**config.mk**
```make
export PLATFORM = sky130hd
export DESIGN_NAME = approx_tree_mul
export DESIGN_NICKNAME = d
export VERILOG_FILES = /design/src/rtl/atm_pkg.sv /design/src/rtl/approx42_cell.sv /design/src/rtl/exact42_cell.sv /design/src/rtl/compressor_row.sv /design/src/rtl/ripple_adder.sv /design/src/rtl/approx_tree_mul.sv
export SDC_FILE = /design/constraint.sdc
export NUM_CORES = 1
export LEC_CHECK = 0
export CAP_MARGIN = 20
export CORE_UTILIZATION = 30
export DETAILED_ROUTE_END_ITERATION = 7
export DONT_BUFFER_PORTS = 1
export SYNTH_ARGS = -nofsm -noshare
export SYNTH_HDL_FRONTEND = slang
export SYNTH_SLANG_ARGS = --single-unit
```
**constraint.sdc**
```tcl
create_clock -name vclk -period 4.6
set_clock_uncertainty 0.2 [all_clocks]
set_input_delay 0 -clock vclk [all_inputs]
set_output_delay 0 -clock vclk [all_outputs]
set_load 0.01 [all_outputs]
```
**src/rtl/atm_pkg.sv**
```systemverilog
// Package: shared constants and the build selector for the approximate tree multiplier.
// Assumes 8-bit unsigned operands; the two-group 4-2 tree is sized for eight rows.
package atm_pkg;
    localparam int OP_W   = 8;
    localparam int PROD_W = 2 * OP_W;
    localparam int GROUP  = 4;
    localparam int NGROUP = OP_W / GROUP;

    typedef enum logic [1:0] {
        MUL_PLAIN = 2'd0,
        MUL_COMP  = 2'd1,
        MUL_EXACT = 2'd2
    } mul_mode_e;
endpackage

```
**src/rtl/approx42_cell.sv**
```systemverilog
// Approximate 4-2 cell: no carry in or out; carry = (x1|x2)&(x3|x4), sum = OR of all.
// With COMPENSATE set, the sum is inverted when each pair holds exactly one 1,
// which removes the over-count on those patterns. Pairs are {x1,x2} and {x3,x4}.
module approx42_cell #(
    parameter bit COMPENSATE = 1'b0
) (
    input  logic x1,
    input  logic x2,
    input  logic x3,
    input  logic x4,
    output logic sum,
    output logic carry
);
    logic base_sum;
    logic [2:0] ones_w;
    logic [2:0] value_w;

    assign carry    = (x1 | x2) & (x3 | x4);
    assign base_sum = x1 | x2 | x3 | x4;

    if (COMPENSATE) begin : g_comp
        assign sum = base_sum ^ ((x1 ^ x2) & (x3 ^ x4));
    end else begin : g_plain
        assign sum = base_sum;
    end

    // Input population and output value, for the checks below.
    always_comb begin
        ones_w  = 3'(x1) + 3'(x2) + 3'(x3) + 3'(x4);
        value_w = {1'b0, carry, 1'b0} + 3'(sum);
    end

    // Checks the error window of the cell.
    always_comb begin

        approx_err_chk: assert ((value_w <= ones_w + 3'd1) && (value_w + 3'd1 >= ones_w))
            else $error("approx cell error beyond one");

        approx_low_chk: assert ((ones_w > 3'd1) || (value_w == ones_w))
            else $error("approx cell wrong on a single one");
    end

    if (COMPENSATE) begin : g_comp_chk
        // Checks the corrected cell never exceeds the true count.
        always_comb begin

            comp_no_over_chk: assert (value_w <= ones_w)
                else $error("corrected cell over-counts");
        end
    end
endmodule

```
**src/rtl/exact42_cell.sv**
```systemverilog
// Exact 4-2 cell built from two full adders.
// The cout of the first adder goes to the next column; carry has weight 2.
module exact42_cell (
    input  logic x1,
    input  logic x2,
    input  logic x3,
    input  logic x4,
    input  logic cin,
    output logic sum,
    output logic carry,
    output logic cout
);
    logic mid;
    logic [2:0] lhs_w;
    logic [2:0] rhs_w;

    assign mid   = x1 ^ x2 ^ x3;
    assign cout  = (x1 & x2) | (x3 & (x1 ^ x2));
    assign sum   = mid ^ x4 ^ cin;
    assign carry = (mid & x4) | (cin & (mid ^ x4));

    // Weighs both sides of the cell for the identity check.
    always_comb begin
        lhs_w = {1'b0, carry, 1'b0} + {1'b0, cout, 1'b0} + 3'(sum);
        rhs_w = 3'(x1) + 3'(x2) + 3'(x3) + 3'(x4) + 3'(cin);
    end

    // Checks the exact cell preserves the weighted count.
    always_comb begin

        exact42_sum_chk: assert (lhs_w == rhs_w)
            else $error("exact 4-2 cell count mismatch");
    end
endmodule

```
**src/rtl/compressor_row.sv**
```systemverilog
// One row of 4-2 cells across W columns, column 0 being the LSB.
// In approximate builds, columns below APPROX_COLS hold approximate cells, and
// COMP_COL holds the corrected cell in the MUL_COMP build. The exact cells above
// them chain cout to cin, starting from zero. carry_up is the carry vector
// already shifted to its column.
module compressor_row
    import atm_pkg::*;
#(
    parameter int        W           = 16,
    parameter mul_mode_e MODE        = MUL_COMP,
    parameter int        APPROX_COLS = 7,
    parameter int        COMP_COL    = 6
) (
    input  logic [W-1:0] x1,
    input  logic [W-1:0] x2,
    input  logic [W-1:0] x3,
    input  logic [W-1:0] x4,
    output logic [W-1:0] sum,
    output logic [W-1:0] carry_up
);
    localparam int LO = (MODE == MUL_EXACT) ? 0 : APPROX_COLS;

    logic [W-1:0] col_carry;
    logic [W:LO]  chain;

    assign chain[LO] = 1'b0;
    assign carry_up  = {col_carry[W-2:0], 1'b0};

    for (genvar j = 0; j < W; j++) begin : g_col
        if (j < LO) begin : g_apx
            approx42_cell #(
                .COMPENSATE((MODE == MUL_COMP) && (j == COMP_COL))
            ) u_cell (
                .x1(x1[j]), .x2(x2[j]), .x3(x3[j]), .x4(x4[j]),
                .sum(sum[j]), .carry(col_carry[j])
            );
        end else begin : g_ex
            exact42_cell u_cell (
                .x1(x1[j]), .x2(x2[j]), .x3(x3[j]), .x4(x4[j]),
                .cin(chain[j]), .sum(sum[j]), .carry(col_carry[j]),
                .cout(chain[j+1])
            );
        end
    end

    // Checks nothing of weight 2^W leaves the row.
    always_comb begin

        row_top_chk: assert ((chain[W] == 1'b0) && (col_carry[W-1] == 1'b0))
            else $error("carry lost above the top column");
    end
endmodule

```
**src/rtl/ripple_adder.sv**
```systemverilog
// Ripple-carry adder for the last two rows: half adder at bit 0, full adders above.
module ripple_adder #(
    parameter int W = 16
) (
    input  logic [W-1:0] x,
    input  logic [W-1:0] y,
    output logic [W-1:0] s,
    output logic         co
);
    logic [W:1] cy;

    for (genvar k = 0; k < W; k++) begin : g_bit
        if (k == 0) begin : g_ha
            assign s[k]    = x[k] ^ y[k];
            assign cy[k+1] = x[k] & y[k];
        end else begin : g_fa
            assign s[k]    = x[k] ^ y[k] ^ cy[k];
            assign cy[k+1] = (x[k] & y[k]) | (cy[k] & (x[k] ^ y[k]));
        end
    end
    assign co = cy[W];

    // Checks the adder result against the arithmetic sum.
    always_comb begin

        cpa_sum_chk: assert ({co, s} == ({1'b0, x} + {1'b0, y}))
            else $error("ripple adder sum mismatch");
    end
endmodule

```
**src/rtl/approx_tree_mul.sv**
```systemverilog
// Approximate 8x8 unsigned multiplier, fully combinational.
// Forms the AND partial-product rows, compresses rows 0-3 and 4-7 with 4-2 rows,
// compresses the four results with a second 4-2 row, then adds with a ripple adder.
// MODE selects the plain, corrected or exact build; the column limits apply
// only to the approximate builds.
module approx_tree_mul
    import atm_pkg::*;
#(
    parameter mul_mode_e MODE        = MUL_COMP,
    parameter int        APPROX_COLS = 7,
    parameter int        COMP_COL    = 6
) (
    input  logic [OP_W-1:0]   opnd_a,
    input  logic [OP_W-1:0]   opnd_b,
    output logic [PROD_W-1:0] product
);
    logic [PROD_W-1:0] pp_row [OP_W];
    logic [PROD_W-1:0] grp_sum [NGROUP];
    logic [PROD_W-1:0] grp_cy  [NGROUP];
    logic [PROD_W-1:0] fin_sum;
    logic [PROD_W-1:0] fin_cy;
    logic              cpa_co;

    // Partial-product rows: opnd_b gated by one bit of opnd_a, shifted to its weight.
    for (genvar i = 0; i < OP_W; i++) begin : g_pp
        assign pp_row[i] = {{OP_W{1'b0}}, opnd_b & {OP_W{opnd_a[i]}}} << i;
    end

    // First stage: one compressor row for each group of four partial-product rows.
    for (genvar g = 0; g < NGROUP; g++) begin : g_stage1
        compressor_row #(
            .W(PROD_W), .MODE(MODE), .APPROX_COLS(APPROX_COLS), .COMP_COL(COMP_COL)
        ) u_grp (
            .x1(pp_row[GROUP*g]),   .x2(pp_row[GROUP*g+1]),
            .x3(pp_row[GROUP*g+2]), .x4(pp_row[GROUP*g+3]),
            .sum(grp_sum[g]), .carry_up(grp_cy[g])
        );
    end

    // Second stage: the four vectors of stage one reduced to two.
    compressor_row #(
        .W(PROD_W), .MODE(MODE), .APPROX_COLS(APPROX_COLS), .COMP_COL(COMP_COL)
    ) u_final_row (
        .x1(grp_sum[0]), .x2(grp_cy[0]), .x3(grp_sum[1]), .x4(grp_cy[1]),
        .sum(fin_sum), .carry_up(fin_cy)
    );

    ripple_adder #(.W(PROD_W)) u_cpa (
        .x(fin_sum), .y(fin_cy), .s(product), .co(cpa_co)
    );

    // Checks the exact build and the top carry of the final adder.
    always_comb begin

        exact_prod_chk: assert ((MODE != MUL_EXACT) ||
                                (product == PROD_W'(opnd_a) * PROD_W'(opnd_b)))
            else $error("exact build product mismatch");

        cpa_top_chk: assert (cpa_co == 1'b0)
            else $error("final carry out of bit 15");
    end
endmodule

```
==> impl_metrics.env <==
export IMPL_ir_worst_vdd_v=0.000156
export IMPL_chipHeight_um=71.1
export IMPL_gp_congestion=0.740
export IMPL_dr_total_vias=1025
export IMPL_multiInputGateArea_sq_um=1340
export IMPL_critPathLaunch="opnd_a[1]"
export IMPL_num_fill_cells=463
export IMPL_dr_pass1_iters=8
export IMPL_cts_setup_buffers=0
export IMPL_final_common_cell="and2_1"
export IMPL_use_met2=0.210
export IMPL_drv_slew=0
export IMPL_critPathArrivalTime_ns=4.41
export IMPL_diodes=0
export IMPL_p_per_area_nw_per_um2=250
export IMPL_ant_nets=0
export IMPL_hold_path_class="in -> out"
export IMPL_cp_required_ns=4.40
export IMPL_cp_slowest_cell="fa_2"
export IMPL_crit_top_cell="fa_2"
export IMPL_ys_types=21
export IMPL_ys_warn_count=0
export IMPL_synth_area_sq_um=1430
export IMPL_fmax_ghz=0.217
export IMPL_groute_layer_met1_usage=0.170
export IMPL_finalCriticalPeriod_ns=4.61
export IMPL_p_leak_uw=0.000737
export IMPL_syn_avg_cell_area_sq_um=8.85
export IMPL_syn2layout_area_growth_pct=11.9
export IMPL_grt_first_pass_wirelength_mm=4.95
export IMPL_mostFrequentLayoutCells="and2_1, inv_1, fa_1, nand2_1, ha_1"
export IMPL_crit_path_end_kind="primary output"
export IMPL_setup_viol=1
export IMPL_rows=24
export IMPL_critPathMaxStageDelay_ns=0.60
export IMPL_wl_per_cell_um=13.3
export IMPL_grt_busiest_layer="met2"
export IMPL_dieArea_sq_um=5060
export IMPL_dp_hpwl_mm=2.34
export IMPL_drt_iter0_drc=41
export IMPL_syn_inst=162
export IMPL_nClkBuffers=0
export IMPL_wl_mm=2.80
export IMPL_cp_cell_sequence="nand2_8 > fa_1 > inv_2 > ha_4 > fa_2 > ha_4 > fa_2 > inv_2 > fa_2 > inv_2 > fa_2 > fa_2 > fa_2 > fa_2 > inv_2 > fa_2 > fa_1 > inv_2"
export IMPL_grt_pass1_vias=1030
export IMPL_pre_cts_slack_ns=-0.190
export IMPL_grt_ovfl_total=0
export IMPL_maxSlewHeadroom=0.793
export IMPL_seq_area_frac_synth=0
export IMPL_rsz0062_at_grt="yes"
export IMPL_status="finished, violations left"
export IMPL_drv_cap=0
export IMPL_initial_core_util=0.320
export IMPL_pin_count=32
export IMPL_worstSetupPathType="in -> out"
export IMPL_hold_violations=0
export IMPL_core_sq_um=4470
export IMPL_worst_slew_pin_slew_ns=0.309
export IMPL_violations="DRC, setup timing"
export IMPL_seqCellArea_sq_um=0
export IMPL_design_seq_count=0
export IMPL_syn_nets=222
export IMPL_fin_crit_sh=1.00
export IMPL_antenna_found_initial=0
export IMPL_start_kind="primary input"
export IMPL_io_buffer_count=0
export IMPL_fin_ws_ns=-0.00626
export IMPL_crit_end="product[14]"
export IMPL_track_usage=0.118
export IMPL_drc=1
export IMPL_whs_ns=0.0107
export IMPL_die_w_um=71.1
export IMPL_via_per_inst=4.88
export IMPL_final_nets=220
export IMPL_critPathMaxFanout=9
export IMPL_grt_start_max_net_pins=10
export IMPL_drive_gt1_frac=0.184
export IMPL_met3_usage=0.00712
[what timing repair did]
item                       in CTS  in global routing
pin swaps                      18                  0
gates cloned                    0                  0
setup endpoints to repair       3                  3
resized for setup               2                  2
hold endpoints to repair        5                  0
hold buffers                    8                  0
[worst min path at each step]
stage,to,depth (start not counted),from
after floorplan,product[4],2,opnd_a[4]
after global placement,product[2],2,opnd_a[2]
after detailed placement,product[0],1,opnd_b[0]
after CTS,product[3],2,opnd_b[0]
after global routing,product[3],2,opnd_b[0]
final,product[3],2,opnd_b[0]
[report_power, final]
part	internal, uW	leakage [uW]	total [uW]	switching, uW
combinational	182	0.000737	401	219
sequential	0	0	0	0
clock	0	0	0	0
total	182	0.000737	401	219
[critical path: cells and delay by family]
kind | cells | cell delay, ns
buffers and inverters | 5 | 0.29
adders and majority gates | 12 | 4.08
and+or+nand+nor | 1 | 0.03
[cells in the mapped netlist (all sizes together)]
cell type  instances  area, sq um
nor2b              1         6.26
buf               12         83.8
and2              27          169
ha                13          163
fa                31          621
xor2               1         8.76
xnor2              1         8.76
a21o               1         7.51
a211oi             1         12.5
and3               1         6.26
a22o               5         43.8
nand3              1         5.00
a22oi              6         50.1
nor2               3         11.3
mux2i              2         20.0
inv               32          120
o211ai             2         15.0
nand2             22         82.6
[layer usage]
| layer | part of all wire | vias to the layer above | wire length (um) |
|---|---|---|---|
| met1 | 0.46 | 517 | 1290 |
| li1 | - | 484 | - |
| met3 | 0.031 | 0 | 88 |
| met4 | 0 | 0 | 0 |
| met2 | 0.51 | 24 | 1420 |
| met5 | 0 | - | 0 |
[metrics by stage]
stage          std cells  setup TNS [ns]  utilization  total power, uW  instance area, sq um
6_report             210        -0.00626        0.359              401                  1600
5_1_grt              210          -0.174        0.359              463                  1600
4_1_cts              210         -0.0411        0.356              420                  1590
3_5_place_dp         202          -0.248        0.337              412                  1510
3_3_place_gp         202          -0.167        0.337              406                  1510
2_1_floorplan        162          -0.161            -              358                  1560
[area by class of cell]
type / instances / area share
repair buffers: 8 / 0.0499
inverters: 32 / 0.0749
multi-input cells: 118 / 0.835
well taps: 52 / 0.0406
[kinds of logic (layout without fill, tap and decap cells)]
| family | after synthesis | in the layout | synth area share |
|---|---|---|---|
| buffers and inverters | 44 | 40 | 0.142 |
| AND/OR/NAND/NOR | 55 | 55 | 0.195 |
| AO/OA/AOI/OAI | 15 | 15 | 0.0899 |
| multiplexers | 2 | 2 | 0.0140 |
| adder cells (fa/ha/maj) | 44 | 44 | 0.546 |
| XOR/XNOR | 2 | 2 | 0.0122 |
Power figures use the tool's default switching activity.
